**src/rtl/cwg_pkg.sv**
```systemverilog
package cwg_pkg;
    typedef enum logic { PIN_FIELD = 1'b0, PIN_WEN = 1'b1 } pin_mode_e;
    typedef enum logic { COMB_AND = 1'b0, COMB_OR = 1'b1 } comb_e;
    localparam int RED_W = 8;
endpackage

```
**src/rtl/cwg_pos.sv**
```systemverilog
module cwg_pos #(
    parameter int PW = 12,
    parameter int LW = 12
) (
    input  logic          clk,
    input  logic          rst_n,
    input  logic          hs_act,
    input  logic          vs_act,
    output logic          hs_edge,
    output logic          vs_edge,
    output logic [PW-1:0] px_cur,
    output logic [LW-1:0] ln_cur
);
    typedef struct packed {
        logic          hs_prev;
        logic          vs_prev;
        logic [PW-1:0] px;
        logic [LW-1:0] ln;
    } pos_t;

    pos_t q, d;

    always_comb begin
        hs_edge = hs_act & ~q.hs_prev;
        vs_edge = vs_act & ~q.vs_prev;
        // pixel index saturates so a missing sync never wraps into the window
        if (hs_edge)
            px_cur = '0;
        else if (&q.px)
            px_cur = q.px;
        else
            px_cur = q.px + 1'b1;
        // all-ones marks "before line 0"; the next line start wraps it to 0
        if (vs_edge)
            ln_cur = hs_edge ? '0 : '1;
        else if (hs_edge)
            ln_cur = q.ln + 1'b1;
        else
            ln_cur = q.ln;
        d.hs_prev = hs_act;
        d.vs_prev = vs_act;
        d.px      = px_cur;
        d.ln      = ln_cur;
    end

    always_ff @(posedge clk or negedge rst_n) begin
        if (!rst_n) begin
            q.hs_prev <= 1'b0;
            q.vs_prev <= 1'b0;
            q.px      <= '1;
            q.ln      <= '1;
        end else begin
            q <= d;
        end
    end
endmodule

```
**src/rtl/cwg_reduce.sv**
```systemverilog
module cwg_reduce
    import cwg_pkg::*;
#(
    parameter int DW = 14
) (
    input  logic [DW-1:0] data_in,
    input  logic [2:0]    drop,
    input  logic          red_en,
    input  logic [2:0]    shift,
    output logic [DW-1:0] data_out
);
    logic [DW-1:0]    low_mask;
    logic [DW-1:0]    kept;
    logic [DW-1:0]    shifted;
    logic             sat;
    logic [RED_W-1:0] slice;

    always_comb begin
        low_mask = (DW'(1) << drop) - DW'(1);
        kept     = data_in & ~low_mask;
        shifted  = kept >> shift;
        sat      = (shifted >> RED_W) != '0;
        slice    = sat ? {RED_W{1'b1}} : shifted[RED_W-1:0];
        data_out = red_en ? DW'(slice) : kept;
    end
endmodule

```
**src/rtl/capture_window_gate.sv**
```systemverilog
module capture_window_gate
    import cwg_pkg::*;
#(
    parameter int DW = 14,
    parameter int PW = 12,
    parameter int LW = 12
) (
    input  logic          clk,
    input  logic          rst_n,
    input  logic [DW-1:0] pix_in,
    input  logic          hsync_in,
    input  logic          vsync_in,
    input  logic          shared_in,
    input  logic          cfg_hs_pol,
    input  logic          cfg_vs_pol,
    input  logic [PW-1:0] cfg_px_start,
    input  logic [PW-1:0] cfg_px_count,
    input  logic [LW-1:0] cfg_ln_start,
    input  logic [LW-1:0] cfg_ln_count,
    input  logic          cfg_pin_wen,
    input  logic          cfg_comb_or,
    input  logic          cfg_fid_pol,
    input  logic          cfg_fid_master,
    input  logic [2:0]    cfg_lsb_drop,
    input  logic          cfg_reduce,
    input  logic [2:0]    cfg_shift,
    input  logic [LW-1:0] cfg_irq0_line,
    input  logic [LW-1:0] cfg_irq1_line,
    input  logic [2:0]    cfg_irq_en,
    output logic          wr_strobe,
    output logic [DW-1:0] pix_out,
    output logic          field_id,
    output logic          fid_drive,
    output logic          fid_oe,
    output logic          irq_line0,
    output logic          irq_line1,
    output logic          irq_wen
);
    localparam int NIRQ = 3;

    typedef struct packed {
        logic [PW-1:0]   px_start;
        logic [PW-1:0]   px_count;
        logic [LW-1:0]   ln_start;
        logic [LW-1:0]   ln_count;
        pin_mode_e       mode;
        comb_e           comb;
        logic            fid_pol;
        logic            fid_master;
        logic [2:0]      drop;
        logic            red_en;
        logic [2:0]      shift;
        logic [LW-1:0]   irq0_line;
        logic [LW-1:0]   irq1_line;
        logic [NIRQ-1:0] irq_en;
    } shadow_t;

    typedef struct packed {
        shadow_t         sh;
        logic            eff_prev;
        logic            field;
        logic            wr;
        logic [DW-1:0]   pix;
        logic [NIRQ-1:0] irq;
    } state_t;

    state_t s_q, s_d;

    logic          hs_act, vs_act, hs_edge, vs_edge;
    logic [PW-1:0] px_cur;
    logic [LW-1:0] ln_cur;
    logic [DW-1:0] pix_proc;
    logic          in_win, eff_wen;

    assign hs_act = hsync_in ^ cfg_hs_pol;
    assign vs_act = vsync_in ^ cfg_vs_pol;

    cwg_pos #(.PW(PW), .LW(LW)) u_pos (
        .clk     (clk),
        .rst_n   (rst_n),
        .hs_act  (hs_act),
        .vs_act  (vs_act),
        .hs_edge (hs_edge),
        .vs_edge (vs_edge),
        .px_cur  (px_cur),
        .ln_cur  (ln_cur)
    );

    cwg_reduce #(.DW(DW)) u_red (
        .data_in  (pix_in),
        .drop     (s_q.sh.drop),
        .red_en   (s_q.sh.red_en),
        .shift    (s_q.sh.shift),
        .data_out (pix_proc)
    );

    always_comb begin
        s_d = s_q;
        in_win = (px_cur >= s_q.sh.px_start)
              && ((px_cur - s_q.sh.px_start) < s_q.sh.px_count)
              && (ln_cur >= s_q.sh.ln_start)
              && ((ln_cur - s_q.sh.ln_start) < s_q.sh.ln_count);
        if (s_q.sh.mode == PIN_WEN)
            eff_wen = (s_q.sh.comb == COMB_OR) ? (in_win | shared_in)
                                               : (in_win & shared_in);
        else
            eff_wen = in_win;

        s_d.wr       = eff_wen;
        s_d.pix      = pix_proc;
        s_d.eff_prev = eff_wen;
        s_d.irq[0]   = hs_edge && (ln_cur == s_q.sh.irq0_line) && s_q.sh.irq_en[0];
        s_d.irq[1]   = hs_edge && (ln_cur == s_q.sh.irq1_line) && s_q.sh.irq_en[1];
        s_d.irq[2]   = eff_wen && !s_q.eff_prev && s_q.sh.irq_en[2];

        if (vs_edge) begin
            s_d.sh.px_start   = cfg_px_start;
            s_d.sh.px_count   = cfg_px_count;
            s_d.sh.ln_start   = cfg_ln_start;
            s_d.sh.ln_count   = cfg_ln_count;
            s_d.sh.mode       = pin_mode_e'(cfg_pin_wen);
            s_d.sh.comb       = comb_e'(cfg_comb_or);
            s_d.sh.fid_pol    = cfg_fid_pol;
            s_d.sh.fid_master = cfg_fid_master;
            s_d.sh.drop       = cfg_lsb_drop;
            s_d.sh.red_en     = cfg_reduce;
            s_d.sh.shift      = cfg_shift;
            s_d.sh.irq0_line  = cfg_irq0_line;
            s_d.sh.irq1_line  = cfg_irq1_line;
            s_d.sh.irq_en     = cfg_irq_en;
            // field tracking follows the settings that take effect at this edge
            if (!cfg_pin_wen)
                s_d.field = cfg_fid_master ? ~s_q.field : (shared_in ^ cfg_fid_pol);
        end
    end

    always_ff @(posedge clk or negedge rst_n) begin
        if (!rst_n)
            s_q <= '0;
        else
            s_q <= s_d;
    end

    assign wr_strobe = s_q.wr;
    assign pix_out   = s_q.pix;
    assign field_id  = s_q.field;
    assign fid_oe    = (s_q.sh.mode == PIN_FIELD) && s_q.sh.fid_master;
    assign fid_drive = s_q.field ^ s_q.sh.fid_pol;
    assign irq_line0 = s_q.irq[0];
    assign irq_line1 = s_q.irq[1];
    assign irq_wen   = s_q.irq[2];

    // under the AND rule a write needs the pin high in the sample cycle
    p_and_needs_pin_r3: assert property (@(posedge clk) disable iff (!rst_n)
        (s_q.sh.mode == PIN_WEN && s_q.sh.comb == COMB_AND && !shared_in) |=> !wr_strobe);

    // under the OR rule a high pin always writes
    p_or_pin_writes_r4: assert property (@(posedge clk) disable iff (!rst_n)
        (s_q.sh.mode == PIN_WEN && s_q.sh.comb == COMB_OR && shared_in) |=> wr_strobe);

    // reduced output never carries bits above the slice
    p_reduce_upper_zero_r8: assert property (@(posedge clk) disable iff (!rst_n)
        s_q.sh.red_en |=> (pix_out[DW-1:RED_W] == '0));

    // line interrupts are single-cycle pulses
    p_line0_single_r9: assert property (@(posedge clk) disable iff (!rst_n)
        irq_line0 |=> !irq_line0);
    p_line1_single_r9: assert property (@(posedge clk) disable iff (!rst_n)
        irq_line1 |=> !irq_line1);

    // the write-enable interrupt marks a rising strobe
    p_wen_irq_edge_r10: assert property (@(posedge clk) disable iff (!rst_n)
        irq_wen |-> (wr_strobe && !$past(wr_strobe)));

    // the pin is driven only while the block generates the field identifier
    p_oe_field_only_r6: assert property (@(posedge clk) disable iff (!rst_n)
        fid_oe |-> !$past(vs_edge && cfg_pin_wen));
endmodule

```
**config.mk**
```make
export PLATFORM = sky130hd
export DESIGN_NAME = capture_window_gate
export DESIGN_NICKNAME = d
export VERILOG_FILES = /design/src/rtl/cwg_pkg.sv /design/src/rtl/cwg_pos.sv /design/src/rtl/cwg_reduce.sv /design/src/rtl/capture_window_gate.sv
export SDC_FILE = /design/constraint.sdc
export NUM_CORES = 1
export LEC_CHECK = 0
export BUFFER_PORTS_ARGS = -buffer_cell sky130_fd_sc_hd__buf_2
export CORE_AREA = 2 2 126 128
export DETAILED_ROUTE_END_ITERATION = 8
export DIE_AREA = 0 0 128 130
export PLACE_DENSITY = 0.85
export SYNTH_ARGS = -nofsm -noshare
export SYNTH_HDL_FRONTEND = slang
export SYNTH_HIERARCHICAL = 1
export SYNTH_SLANG_ARGS = --single-unit
export TNS_END_PERCENT = 100
```
**constraint.sdc**
```tcl
create_clock -name clk -period 4.25 [get_ports clk]
set_input_delay 0.6375 -clock clk [delete_from_list [all_inputs] [get_ports clk]]
set_output_delay 0.6375 -clock clk [all_outputs]
set_load 0.005 [all_outputs]
```
==> results.md <==
Outcome:
- The run finished, with violations left.
- The final reports fail on negative setup slack.

Worst setup path:
- In this design, the largest share of critical-path delay is due to compound AO/OA/AOI/OAI gates.
- At the worst endpoint, the arrival time is between 4000 and 5000 ps.
- The critical path launch point type is a register.
- The critical setup path kind is reg -> reg.
- The maximum fanout along the worst path is 4.
- The number of buffer and inverter instances along the worst setup path is 3.
- The cell at the slowest stage of the critical path is sky130_fd_sc_hd__dfstp_2.
- The signal on the critical path passes through ha_4 > nand4_4 > nor4b_4 > buf_4 > xor2_2 > nor2_2 > inv_1 > ha_2 > inv_2 > fa_2 > a21o_1 > a21oi_2 > o21a_1 > o21bai_1 > a21oi_1 > xnor2_1 > ha_1 > nand2_1 > o22ai_2 > a2111oi_4 > o221ai_2 > o31ai_2 > and3b_1.
- The critical path endpoint category is a register.
- STA puts the critical path data required time at 4610 ps.
- For this run, the slowest stage of the critical path takes about 550 ps.

Synth:
- Synthesis instantiated between 70 and 80 different standard cells from the library.
- The Yosys step of the flow raised 6 warnings.
- The synthesized area per cell is 9.575 um2.
- The proportion of register bits with asynchronous set or reset after synthesis is 100.0%.
- The count of flip-flops with a built-in enable after synthesis is 0.
- Counting every net in the synthesized netlist gives approximately 1,000.
- The post-synthesis cell area is between 7000 and 8000 um2.
- Among all flip-flop cells after synthesis, the most frequent one is sky130_fd_sc_hd__dfrtp_1.
- The synthesized design contains about 130 register bits.
- The sequential-to-total area share from yosys stat is 42.08%.
- The gate count of the mapped netlist is just over 800.

STA:
- Setup repair after global routing could not meet its margin everywhere.
- The total count of max-transition violations in the final report is 0.
- The worst path uses 107.0% of the clock period.
- The count of final setup violators is 2.
- The setup clock skew after layout is around 7 ps.
- Headroom to the max-slew limit came out at a little over a third.
- The worst hold slack is around 300 ps.
- The final count of hold timing violations is 0.
- For this run, the top clock speed supported by timing is 219.9 MHz.
- The final setup slack of the worst path is -296.6 ps.
- For the pin with the worst max-slew slack, the measured transition is approximately 960 ps.
- The final sum of negative setup slack is -557.8 ps.
- The routed design could run at a clock period as short as about 4500 ps.

Placed design:
- Before CTS, the worst setup slack after placement is -319.2 ps.
- In this run the tool buffered the top-level ports with between 100 and 150 buffer cells.
- The HPWL after detailed placement is 14,500 um.
- The cell area reported after detailed placement is approximately 9200 um2.
- The number of placed instances with taps included is between 1,000 and 1,500.
- The final weighted congestion of routability-driven global placement is roughly 0.93.

Die:
- Once the floorplan was initialized, standard cells occupied roughly 50% of the core.
- The floorplan core area is 15,420 um2.
- The floorplan step set the die height to 130 um.
- The x dimension of the die is roughly 130 um.
- During I/O placement, the number of pins put on the boundary was 128.
- The floorplan die area is between 15,000 and 20,000 um2.
- The floorplan has 46 rows.

Pwr:
- The static power due to leakage is 4.572 nW.
- The ratio of total power to cell area is around 660 nW/um2.
- The worst voltage drop across the vdd grid is 0.3846 mV.
- Power comes to roughly 6.5 mW.

Drt:
- The count of nets left with antenna violations once routing finished came out at 0.
- The count of unresolved DRC violations after routing is 0.
- The routed length per instance is around 16 um.
- The routed via count divided by cell count is roughly 5.6.
- The detailed-route via count is 6,806.
- In this run, the number of DRC markers left after iteration 0 of detailed routing was about 470.
- The detailed-route wire length is 20,060 um.
- The first detailed-routing pass took 5 iterations.

Clocking:
- Clock-pin slew was measured on the worst setup and hold paths at approximately 60 ps.
- The root buffer cell is sky130_fd_sc_hd__clkbuf_16.
- The maximum level of the CTS H-tree is 4.
- The CTS tree is built.
- In this run, CTS created clock tree buffers numbering 17.
- The clock reaches the later pin of the worst-skew pair after 420 ps.
- The maximum buffer depth of the clock tree is 2.
- The clock sink count is 131.

Layout:
- The most common library cell in the layout ignoring fill and taps is sky130_fd_sc_hd__buf_2.
- The cell area after layout is just under 10,000 um2.
- In the layout the commonest cells are 126 x sky130_fd_sc_hd__buf_2, 107 x sky130_fd_sc_hd__dfrtp_1, 97 x sky130_fd_sc_hd__buf_4.
- Of the cells placed in the final design, the portion with a size suffix greater than 1 is a little over a third.
- Fill cells in the final layout number between 1,000 and 1,500.
- The fraction of the core area covered by cells at the end of the flow is 64.34%.
- The layout overhead on the synthesized area is 26.25%.
- The final layout contains approximately 1,200 nets.
- The number of antenna diodes in the final layout is 0.
- After the flow finishes, the layout carries non-filler instances totaling about 1,200.

Global route:
- The number of global-route vias before repair came to 6,784.
- The overall track demand over capacity in global routing is roughly a quarter.
- The first global-routing pass estimated roughly 32,000 um of wire.
- The total overflow left after global routing is 0.
- Entering global routing, the biggest net connects between 100 and 150 pins.
- The number of antenna violations at the first check in global routing is 0.

Job:
- Across the run, the number of max-cap violations was 0.

Hold path:
- The tightest min-delay check is of the in -> async type.
## path summary, 6_finish.rpt
check	from	endpoint	slack [ps]	cells after the start
max reg2reg	u_pos/q[12]	irq_wen	-300	23
min reg2reg	s_q[20]	s_q[20]	510	1
min	rst_n	pix_out[7]	300	2
max	u_pos/q[12]	irq_wen	-300	23
max in group asynchronous	rst_n	s_q[83]	3410	2
min in group clk	cfg_ln_count[8]	s_q[66]	420	3
## cell families after synthesis
| group | synth area share, % |
|---|---|
| XOR/XNOR | 5.793 |
| adder cells (fa/ha/maj) | 8.308 |
| AO/OA/AOI/OAI | 16.01 |
| multiplexers | 7.258 |
| flip-flops | 42.08 |
| buffers and inverters | 6.112 |
| AND/OR/NAND/NOR | 14.44 |
## registers in the layout, summed over array words and instances (netlist names)
name,cells
field_id,1
pix_out,14
irq_wen,1
wr_strobe,1
irq_line1,1
u_pos/q,26
irq_line0,1
s_q,86
## layer usage
metal / part of all wire (%) / GRT usage, % / up-vias
li1: - / - / 3271
met3: 4.8 / 5.002 / 57
met5: 0 / 0 / -
met4: 3.3 / 10.54 / 0
met2: 51 / 42.56 / 223
met1: 41 / 30.01 / 3255
## synth_stat cells, types with 14 or more instances
master,n,share of area (%)
sky130_fd_sc_hd__dfrtp_1,107,34
sky130_fd_sc_hd__nand2_1,90,4.3
sky130_fd_sc_hd__o21ai_0,65,4.1
sky130_fd_sc_hd__inv_1,63,3.0
sky130_fd_sc_hd__a21oi_1,50,3.2
sky130_fd_sc_hd__ha_1,49,7.8
sky130_fd_sc_hd__mux2_2,42,6.0
sky130_fd_sc_hd__xnor2_1,40,4.5
sky130_fd_sc_hd__nor2_1,37,1.8
sky130_fd_sc_hd__clkbuf_1,24,1.1
sky130_fd_sc_hd__dfstp_2,24,8.0
sky130_fd_sc_hd__nor2b_1,19,1.5
sky130_fd_sc_hd__nand4_1,16,1.3
sky130_fd_sc_hd__nand3_1,15,0.95
sky130_fd_sc_hd__buf_4,14,1.3
## layout make-up
class                           count  area (um2)  share of cell area, %
Tap cell                          192       240.2                  2.421
Clock buffer                       22       454.2                  4.576
Sequential cell                   131        3308                  33.33
Clock inverter                     10       108.9                  1.097
Inverter                           66       250.2                  2.521
Timing Repair Buffer              224        1379                  13.89
Multi-Input combinational cell    579        4184                  42.16
## what timing repair did
action / CTS / global route
endpoints found under the setup margin: 2 / 2
pin swaps: 9 / 22
resized for setup: 6 / 8
hold buffers: 0 / 0
buffers inserted: 8 / 4
## power by group
group | total [mW] | switching (mW) | internal (mW) | leakage, nW
clock network | 1.40 | 0.529 | 0.872 | 0.274
logic | 3.25 | 1.67 | 1.59 | 2.76
registers | 1.87 | 0.259 | 1.61 | 1.54
Note: power is estimated with default switching activity, not from simulation.
